## src/rtl/irq_route_pkg.sv

```systemverilog
package irq_route_pkg;

    typedef enum logic [1:0] {
        GRP_SEC0 = 2'd0,
        GRP_SEC1 = 2'd1,
        GRP_NS1  = 2'd2
    } irq_grp_e;

    typedef enum logic [2:0] {
        SEL_GROUP    = 3'd0,
        SEL_MOD      = 3'd1,
        SEL_EN_SET   = 3'd2,
        SEL_EN_CLR   = 3'd3,
        SEL_PEND_SET = 3'd4,
        SEL_PEND_CLR = 3'd5
    } reg_sel_e;

    typedef struct packed {
        logic     valid;
        logic     write;
        logic     secure;
        reg_sel_e sel;
    } reg_req_t;

    typedef struct packed {
        logic to_irq;
        logic to_fiq;
    } route_t;

    function automatic irq_grp_e decode_grp(input logic grp_bit, input logic mod_bit);
        if (grp_bit)      return GRP_NS1;
        else if (mod_bit) return GRP_SEC1;
        else              return GRP_SEC0;
    endfunction

    function automatic route_t route_of(input irq_grp_e grp, input logic cpu_ns);
        route_t r;
        unique case (grp)
            GRP_SEC0: r = '{to_irq: 1'b0,    to_fiq: 1'b1};
            GRP_SEC1: r = '{to_irq: !cpu_ns, to_fiq: cpu_ns};
            GRP_NS1:  r = '{to_irq: cpu_ns,  to_fiq: !cpu_ns};
            default:  r = '{to_irq: 1'b0,    to_fiq: 1'b0};
        endcase
        return r;
    endfunction

endpackage

```

## src/rtl/irq_cfg_regs.sv

```systemverilog
module irq_cfg_regs
    import irq_route_pkg::*;
#(
    parameter int N_SRC = 8
) (
    input  logic             clk_i,
    input  logic             rst_i,
    input  reg_req_t         req_i,
    input  logic [N_SRC-1:0] wdata_i,
    input  logic [N_SRC-1:0] src_set_i,
    output logic [N_SRC-1:0] grp_o,
    output logic [N_SRC-1:0] mod_o,
    output logic [N_SRC-1:0] en_o,
    output logic [N_SRC-1:0] pend_o,
    output logic             rvalid_o,
    output logic [N_SRC-1:0] rdata_o
);

    logic [N_SRC-1:0] grp_q, mod_q, en_q, pend_q;
    logic [N_SRC-1:0] side_mask;
    logic [N_SRC-1:0] wr_bits;
    logic [N_SRC-1:0] pend_set, pend_clr;
    logic [N_SRC-1:0] rd_field;
    logic             wr_act, rd_act;
    logic             past_ok;

    assign wr_act    = req_i.valid && req_i.write;
    assign rd_act    = req_i.valid && !req_i.write;
    assign side_mask = req_i.secure ? {N_SRC{1'b1}} : grp_q;
    assign wr_bits   = wdata_i & side_mask;

    always_comb begin
        pend_set = src_set_i;
        pend_clr = '0;
        if (wr_act && req_i.sel == SEL_PEND_SET) pend_set = pend_set | wr_bits;
        if (wr_act && req_i.sel == SEL_PEND_CLR) pend_clr = wr_bits;
    end

    always_comb begin
        unique case (req_i.sel)
            SEL_GROUP:                rd_field = grp_q;
            SEL_MOD:                  rd_field = mod_q;
            SEL_EN_SET, SEL_EN_CLR:   rd_field = en_q;
            SEL_PEND_SET, SEL_PEND_CLR: rd_field = pend_q;
            default:                  rd_field = '0;
        endcase
    end

    always_ff @(posedge clk_i) begin
        if (rst_i) begin
            grp_q    <= '0;
            mod_q    <= '0;
            en_q     <= '0;
            pend_q   <= '0;
            rvalid_o <= 1'b0;
            rdata_o  <= '0;
            past_ok  <= 1'b0;
        end else begin
            past_ok  <= 1'b1;
            rvalid_o <= rd_act;
            rdata_o  <= rd_act ? (rd_field & side_mask) : '0;
            pend_q   <= (pend_q & ~pend_clr) | pend_set;
            if (wr_act) begin
                unique case (req_i.sel)
                    SEL_GROUP:  if (req_i.secure) grp_q <= wdata_i;
                    SEL_MOD:    if (req_i.secure) mod_q <= wdata_i;
                    SEL_EN_SET: en_q <= en_q | wr_bits;
                    SEL_EN_CLR: en_q <= en_q & ~wr_bits;
                    default: ;
                endcase
            end
        end
    end

    assign grp_o  = grp_q;
    assign mod_o  = mod_q;
    assign en_o   = en_q;
    assign pend_o = pend_q;


    grp_lock_chk: assert property (@(posedge clk_i) disable iff (rst_i)
        past_ok && $past(wr_act && !req_i.secure &&
                         (req_i.sel == SEL_GROUP || req_i.sel == SEL_MOD))
        |-> (grp_q == $past(grp_q)) && (mod_q == $past(mod_q)));


    ns_en_iso_chk: assert property (@(posedge clk_i) disable iff (rst_i)
        past_ok && $past(wr_act && !req_i.secure &&
                         (req_i.sel == SEL_EN_SET || req_i.sel == SEL_EN_CLR))
        |-> ((en_q & ~$past(grp_q)) == ($past(en_q) & ~$past(grp_q))));


    ns_read_mask_chk: assert property (@(posedge clk_i) disable iff (rst_i)
        past_ok && $past(rd_act && !req_i.secure)
        |-> ((rdata_o & ~$past(grp_q)) == '0) && rvalid_o);

endmodule

```

## src/rtl/irq_group_map.sv

```systemverilog
module irq_group_map
    import irq_route_pkg::*;
#(
    parameter int N_SRC = 8
) (
    input  logic [N_SRC-1:0] grp_i,
    input  logic [N_SRC-1:0] mod_i,
    input  logic [N_SRC-1:0] en_i,
    input  logic [N_SRC-1:0] pend_i,
    input  logic             cpu_ns_i,
    output logic             irq_any_o,
    output logic             fiq_any_o
);

    logic [N_SRC-1:0] irq_vec, fiq_vec;

    for (genvar i = 0; i < N_SRC; i++) begin : g_src
        irq_grp_e grp;
        route_t   rt;
        logic     live;
        assign grp        = decode_grp(grp_i[i], mod_i[i]);
        assign rt         = route_of(grp, cpu_ns_i);
        assign live       = en_i[i] && pend_i[i];
        assign irq_vec[i] = live && rt.to_irq;
        assign fiq_vec[i] = live && rt.to_fiq;
    end

    assign irq_any_o = |irq_vec;
    assign fiq_any_o = |fiq_vec;

endmodule

```

## src/rtl/sec_irq_router.sv

```systemverilog
module sec_irq_router
    import irq_route_pkg::*;
#(
    parameter int N_SRC = 8
) (
    input  logic             clk_i,
    input  logic             rst_i,
    input  logic             cpu_nonsecure_i,
    input  logic [N_SRC-1:0] src_set_i,
    input  logic             req_valid_i,
    input  logic             req_write_i,
    input  logic             req_secure_i,
    input  logic [2:0]       req_sel_i,
    input  logic [N_SRC-1:0] req_wdata_i,
    output logic             rd_valid_o,
    output logic [N_SRC-1:0] rd_data_o,
    output logic             irq_o,
    output logic             fiq_o
);

    reg_req_t         req;
    logic [N_SRC-1:0] grp, mod, en, pend;
    logic             irq_d, fiq_d;
    logic             past_ok;

    assign req = '{valid:  req_valid_i,
                   write:  req_write_i,
                   secure: req_secure_i,
                   sel:    reg_sel_e'(req_sel_i)};

    irq_cfg_regs #(.N_SRC(N_SRC)) u_regs (
        .clk_i     (clk_i),
        .rst_i     (rst_i),
        .req_i     (req),
        .wdata_i   (req_wdata_i),
        .src_set_i (src_set_i),
        .grp_o     (grp),
        .mod_o     (mod),
        .en_o      (en),
        .pend_o    (pend),
        .rvalid_o  (rd_valid_o),
        .rdata_o   (rd_data_o)
    );

    irq_group_map #(.N_SRC(N_SRC)) u_map (
        .grp_i     (grp),
        .mod_i     (mod),
        .en_i      (en),
        .pend_i    (pend),
        .cpu_ns_i  (cpu_nonsecure_i),
        .irq_any_o (irq_d),
        .fiq_any_o (fiq_d)
    );

    always_ff @(posedge clk_i) begin
        if (rst_i) begin
            irq_o   <= 1'b0;
            fiq_o   <= 1'b0;
            past_ok <= 1'b0;
        end else begin
            irq_o   <= irq_d;
            fiq_o   <= fiq_d;
            past_ok <= 1'b1;
        end
    end


    grp0_fiq_chk: assert property (@(posedge clk_i) disable iff (rst_i)
        past_ok && $past(|(en & pend & ~grp & ~mod)) |-> fiq_o);


    sec1_secure_irq_chk: assert property (@(posedge clk_i) disable iff (rst_i)
        past_ok && $past(!cpu_nonsecure_i && |(en & pend & ~grp & mod)) |-> irq_o);


    ns1_nonsecure_irq_chk: assert property (@(posedge clk_i) disable iff (rst_i)
        past_ok && $past(cpu_nonsecure_i && |(en & pend & grp)) |-> irq_o);


    disabled_quiet_chk: assert property (@(posedge clk_i) disable iff (rst_i)
        past_ok && $past(en == '0) |-> !irq_o && !fiq_o);

endmodule

```

## config.mk

```make
export PLATFORM = sky130hd
export DESIGN_NAME = sec_irq_router
export DESIGN_NICKNAME = d
export VERILOG_FILES = /design/src/rtl/irq_route_pkg.sv /design/src/rtl/irq_cfg_regs.sv /design/src/rtl/irq_group_map.sv /design/src/rtl/sec_irq_router.sv
export SDC_FILE = /design/constraint.sdc
export NUM_CORES = 1
export LEC_CHECK = 0
export ABC_AREA = 1
export BUFFER_PORTS_ARGS = -buffer_cell sky130_fd_sc_hd__buf_2
export CAP_MARGIN = 0
export CORE_MARGIN = 2
export CORE_UTILIZATION = 56
export CTS_CLUSTER_SIZE = 24
export DETAILED_ROUTE_END_ITERATION = 7
export GPL_ROUTABILITY_DRIVEN = 0
export GPL_TIMING_DRIVEN = 1
export PLACE_DENSITY = 0.79
export SYNTH_ARGS = -nofsm -noshare
export SYNTH_HDL_FRONTEND = slang
export SYNTH_SLANG_ARGS = --single-unit
```

## constraint.sdc

```tcl
create_clock -name clk_i -period 1.6 [get_ports clk_i]
set_clock_uncertainty 0.2 [all_clocks]
set_input_delay 0.24 -clock clk_i [delete_from_list [all_inputs] [get_ports clk_i]]
set_output_delay 0.24 -clock clk_i [all_outputs]
set_load 0.02 [all_outputs]
```

After elaboration in Yosys (flattened, before gate mapping) --
Cells that the tools add are included.
Word-level totals: bits in latches 0, memory bits (writable) 0, register bits after elaboration 43, logic and storage cells 116, memories 0, output and inout port bits 11, memory bits (read-only) 0
Operators by class: eq/ne operators 21, $add $sub $neg 0, shift operators 0, bitwise gates (word level) 10, order comparisons 0, multiplexer cells 29, multiply operators 0, divide/modulo/power cells 0, reductions and logical operators 48
Operators by type and width (number):
- case mux 2 bit (3 select lines) | 8
- AND 8 bit | 4
- case mux 8 bit (4 select lines) | 1
- logical AND 1 bit | 28
- 2-to-1 mux 8 bit | 3
- bitwise OR 8 bit | 3
- == test 2 x 1 -> 1 bit, second input constant | 8
- == test 2 bit, second input constant | 8
- logical NOT 2 bit | 8
- 2-to-1 mux 2 bit | 8
- NOT 8 bit | 2
- case mux 8 bit (2 select lines) | 1
- OR reduction 8 bit | 2
- 2-to-1 mux 1 bit | 8
- == test 3 x 2 -> 1 bit, second input constant | 2
- == test 3 bit, second input constant | 2
- AND reduction 3 bit | 2
- OR reduction 2 bit | 3
- == test 3 x 1 -> 1 bit, second input constant | 1
- logical NOT 3 bit | 1
- logical NOT 1 bit | 2
- AND reduction 2 bit | 1
- nonzero test 2 bit | 1
- NOT 1 bit | 1

Longest topological paths before layout --
depth in word-level cells 6, mapped depth 8, depth with buffers taken out 8

Hierarchy --
A second synthesis with hierarchy kept.
Unflattened totals: cell total of the unflattened synthesis 391, area total of the unflattened synthesis 2448.6 µm²
By module, submodules not included:
- irq_cfg_regs | area each 1996.9 µm², instances 1, cells each 295
- irq_group_map | area each 396.6 µm², instances 1, cells each 90
- sec_irq_router | area each 55.1 µm², instances 1, cells each 6

Least setup slack after synthesis --
OpenSTA, ideal clock, no wires.
kind input -> register, start input req_sel_i[0], end register u_regs.grp_q[0], in the netlist u_regs.grp_o[0], setup slack 248 ps, stages on the path 8, library setup time 119 ps, arrival 1034 ps, cell sequence buf_4 -> nor2_2 -> nand2_4 -> inv_6 -> nand2_8 -> buf_8 -> o21ai_1 -> a21oi_1
Between the ends: longest elaborated chain between the ends 2
Ends and longest elaborated chain:
- start: declaration | RTL line sec_irq_router.sv:13 | input logic [2:0] req_sel_i,
- logical NOT 3 bit | RTL line irq_cfg_regs.sv:64 | unique case (req_i.sel)
- AND reduction 3 bit (no source line)
- end signal: assignment | RTL line irq_cfg_regs.sv:65 | SEL_GROUP: if (req_i.secure) grp_q <= wdata_i;
- end: declaration | RTL line irq_cfg_regs.sv:19 | logic [N_SRC-1:0] grp_q, mod_q, en_q, pend_q;
Every way passes these cells. A chain may end at the register's enable or synchronous reset.

Final worst setup path --
start register u_regs.grp_q[4], in the netlist u_regs.grp_o[4], end register u_regs.pend_q[4], in the netlist u_regs.pend_o[4]
Between the ends: longest elaborated chain between the ends 6, elaborated cells on any way between the ends 8
Ends and longest elaborated chain:
- 2-to-1 mux 8 bit * | RTL line irq_cfg_regs.sv:29 | assign side_mask = req_i.secure ? {N_SRC{1'b1}} : grp_q;
- AND 8 bit * | RTL line irq_cfg_regs.sv:30 | assign wr_bits = wdata_i & side_mask;
- 2-to-1 mux 8 bit | RTL line irq_cfg_regs.sv:36 | if (wr_act && req_i.sel == SEL_PEND_CLR) pend_clr = wr_bits;
- NOT 8 bit | RTL line irq_cfg_regs.sv:62 | pend_q <= (pend_q & ~pend_clr) | pend_set;
- AND 8 bit | RTL line irq_cfg_regs.sv:62
- bitwise OR 8 bit * | RTL line irq_cfg_regs.sv:62
- end signal: assignment | RTL line irq_cfg_regs.sv:62
- end: declaration | RTL line irq_cfg_regs.sv:19
Mark *: on every way between the ends. The rest lies on a longest branch, timed or not.

==> results_dict.tcl <==
set metrics [dict create \
    crit_type "register to register" \
    synth.area.top_cells "dfxtp_1 (39%), nand2_1 (11%), nor2_1 (7.2%), o21ai_0 (6.4%), a21oi_1 (5.7%)" \
    ys_ff_latch 43 \
    multi_input_area_um2 1160 \
    yosysUniqueCellTypes 28 \
    die_h_um 66.6 \
    synthFlopType "dfxtp_1" \
    fillers 332 \
    cp-end-kind "register" \
    syn_inst 317 \
    holdPathStages 3 \
    grt_pass1_vias 2029 \
    fin_crit_sh 0.800 \
    fin_setup_tns_ps 0 \
    path_clk_slew_ps 80 \
    vias 2247 \
    fmax_mhz 781 \
    wl_met1_mm 2.57 \
    slew_headroom 0.731 \
    p_per_area_nw_per_um2 824 \
    synth_edf_count 0 \
    cts_buffers 5 \
    dp_hpwl_mm 4.05 \
    placed_cells 400 \
    ios 36 \
    clock-sinks 43 \
    synth.most_common_cell "nand2_1" \
    grt-ovfl-total 0 \
    cp_cell_sequence "o21ai_0 -> nor2_1 -> nor2_1 -> a21oi_1" \
    routed_wl_mm 5.91 \
    critPathBufInv 0 \
    ctsResizeCount 0 \
    htreeDepth 2 \
    rsz0062_at_grt "false" \
    yosysTopAreaCell "dfxtp_1" \
    critPathSlowestCell "o21ai_0" \
    slowest_delay_ps 360 \
    ir_worst_vdd_mv 0.633 \
    routed-wl-met3_um 445 \
    nets 386 \
    drc_errors 0 \
    die-area_um2 4440 \
    worstPathRequired_ps 1590 \
    arrival_ps 1270 \
    synth_top_area_share 0.392 \
    slew_violations 0 \
    reg2reg_slack_ps 320 \
    drt_first_pass_iters 5 \
    ys_async_sr_fraction 0 \
    highest_layer "met4" \
    fin_crit_ps 1280 \
    antenna_found_initial 0 \
    r2r_cells 4 \
    worstMarginPinSlew_ps 399 \
    root_buffer "clkbuf_8" \
    detail-route-antenna-nets 0 \
    cpMostUsedCell "nor2_1" \
    die_w_um 66.6 \
    coreArea_um2 3720 \
    grt_max_degree 23 \
    path_delay_family "compound AO/OA/AOI/OAI gates" \
    worstPathMaxFanout 4 \
    n_antenna_cell 0 \
    leakagePower_nw 1.13 \
    clk_latency_ps 300 \
    area_growth_syn_to_layout_pct 17.4 \
    via_per_inst 5.48 \
    min_to "u_regs.pend_o[7]" \
    r2r_start "u_regs.grp_o[4]" \
    startpoint_type "register" \
    initial_core_util 0.591 \
    report.final.setup_viol 0 \
    final_cells 410 \
    hp-class "primary input to register" \
    wl_per_cell_um 14.4 \
    cap_violations 0 \
    yosysWarningCount 0 \
    timing.rr.end "u_regs.pend_o[4]" \
    synthTopCellsByCount "nand2_1 (67), dfxtp_1 (43), nor2_1 (42)" \
    numPortBuffers 35 \
    drive_gt1_frac 0.202 \
    status "finished, final reports clean" \
    tritoncts "built" \
    synth_nets 342 \
    grt_use_total 0.298 \
    dr_wl_met2_mm 2.78 \
    min_from "src_set_i[7]" \
    ys_seq_area_frac 0.392 \
    seq_area_um2 861 \
    fin_hold_ws_ps 3.90 \
    row_count 22 \
    finalHoldViolations 0 \
    grt_pass1_wl_mm 9.69 \
    drtIter0Drc 241 \
    syn_area_um2 2200 \
    avgSynthCellArea_um2 6.93 \
    clock_path_buffers 2 \
]
final cells by class:
type / count / area share
multi-input cells: 234 / 0.449
clock inverters: 1 / 0.00291
repair buffers: 45 / 0.104
clock buffers: 7 / 0.0374
inverters: 32 / 0.0495
well taps: 48 / 0.0233
flip-flops and latches: 43 / 0.334
kinds of logic (layout without fill, tap and decap cells):
kind of cell,after synthesis,after routing,share of synthesized area
flops,43,43,0.392
compound gates,82,82,0.206
simple gates,152,152,0.322
buf+inv,40,85,0.0803
cells in the final DEF (no fill, tap or decap), types with 8 or more instances in the layout:
master,count
a21oi_1,25
a31oi_1,9
buf_2,35
dfxtp_1,43
inv_1,26
nand2_1,67
nand3_1,20
nor2_1,42
o21ai_0,28
o21ai_1,8
stage by stage:
step	cell area (um^2)	utilization	setup slack, ps	total power [W]
floorplan	2200	-	248	0.00127
global placement	2450	0.661	150	0.00137
detailed placement	2450	0.661	112	0.00137
CTS	2580	0.694	319	0.00212
global route	2580	0.694	196	0.00221
finish	2580	0.694	320	0.00213
how the worst max path moves through the flow:
stage	from	cells after the start	endpoint	slack, ps
floorplan	req_sel_i[0]	8	u_regs.grp_o[0]	250
global placement	req_sel_i[1]	6	u_regs.pend_o[7]	150
detailed placement	req_sel_i[1]	6	u_regs.pend_o[5]	110
CTS	u_regs.grp_o[4]	4	u_regs.pend_o[4]	320
global route	u_regs.grp_o[4]	4	register	200
finish	u_regs.grp_o[4]	4	u_regs.pend_o[4]	320
worst reg2reg max path, cell delays in order, from the launching register on:
cell     delay [ps]
dfxtp_1         340
o21ai_0         360
nor2_1           90
nor2_1          100
a21oi_1          70
routing by layer:
layer | track usage | up-vias
li1 | - | 1140
met1 | 0.392 | 995
met2 | 0.480 | 99
met3 | 0.0625 | 13
met4 | 0.112 | 0
met5 | 0 | -
repair_timing:
| action | 4_1_cts | 5_1_grt |
|---|---|---|
| hold buffers | 2 | 0 |
| buffers inserted | 0 | 0 |
| endpoints found under the hold margin | 2 | 0 |
where the power goes:
part	internal [W]	switching, W	leakage, nW
sequential	0.00109	0.0000184	0.350
clock	0.000393	0.000375	0.0505
combinational	0.0000873	0.000158	0.732
total	0.00157	0.000551	1.13
Note: power is estimated with default switching activity, not from simulation.
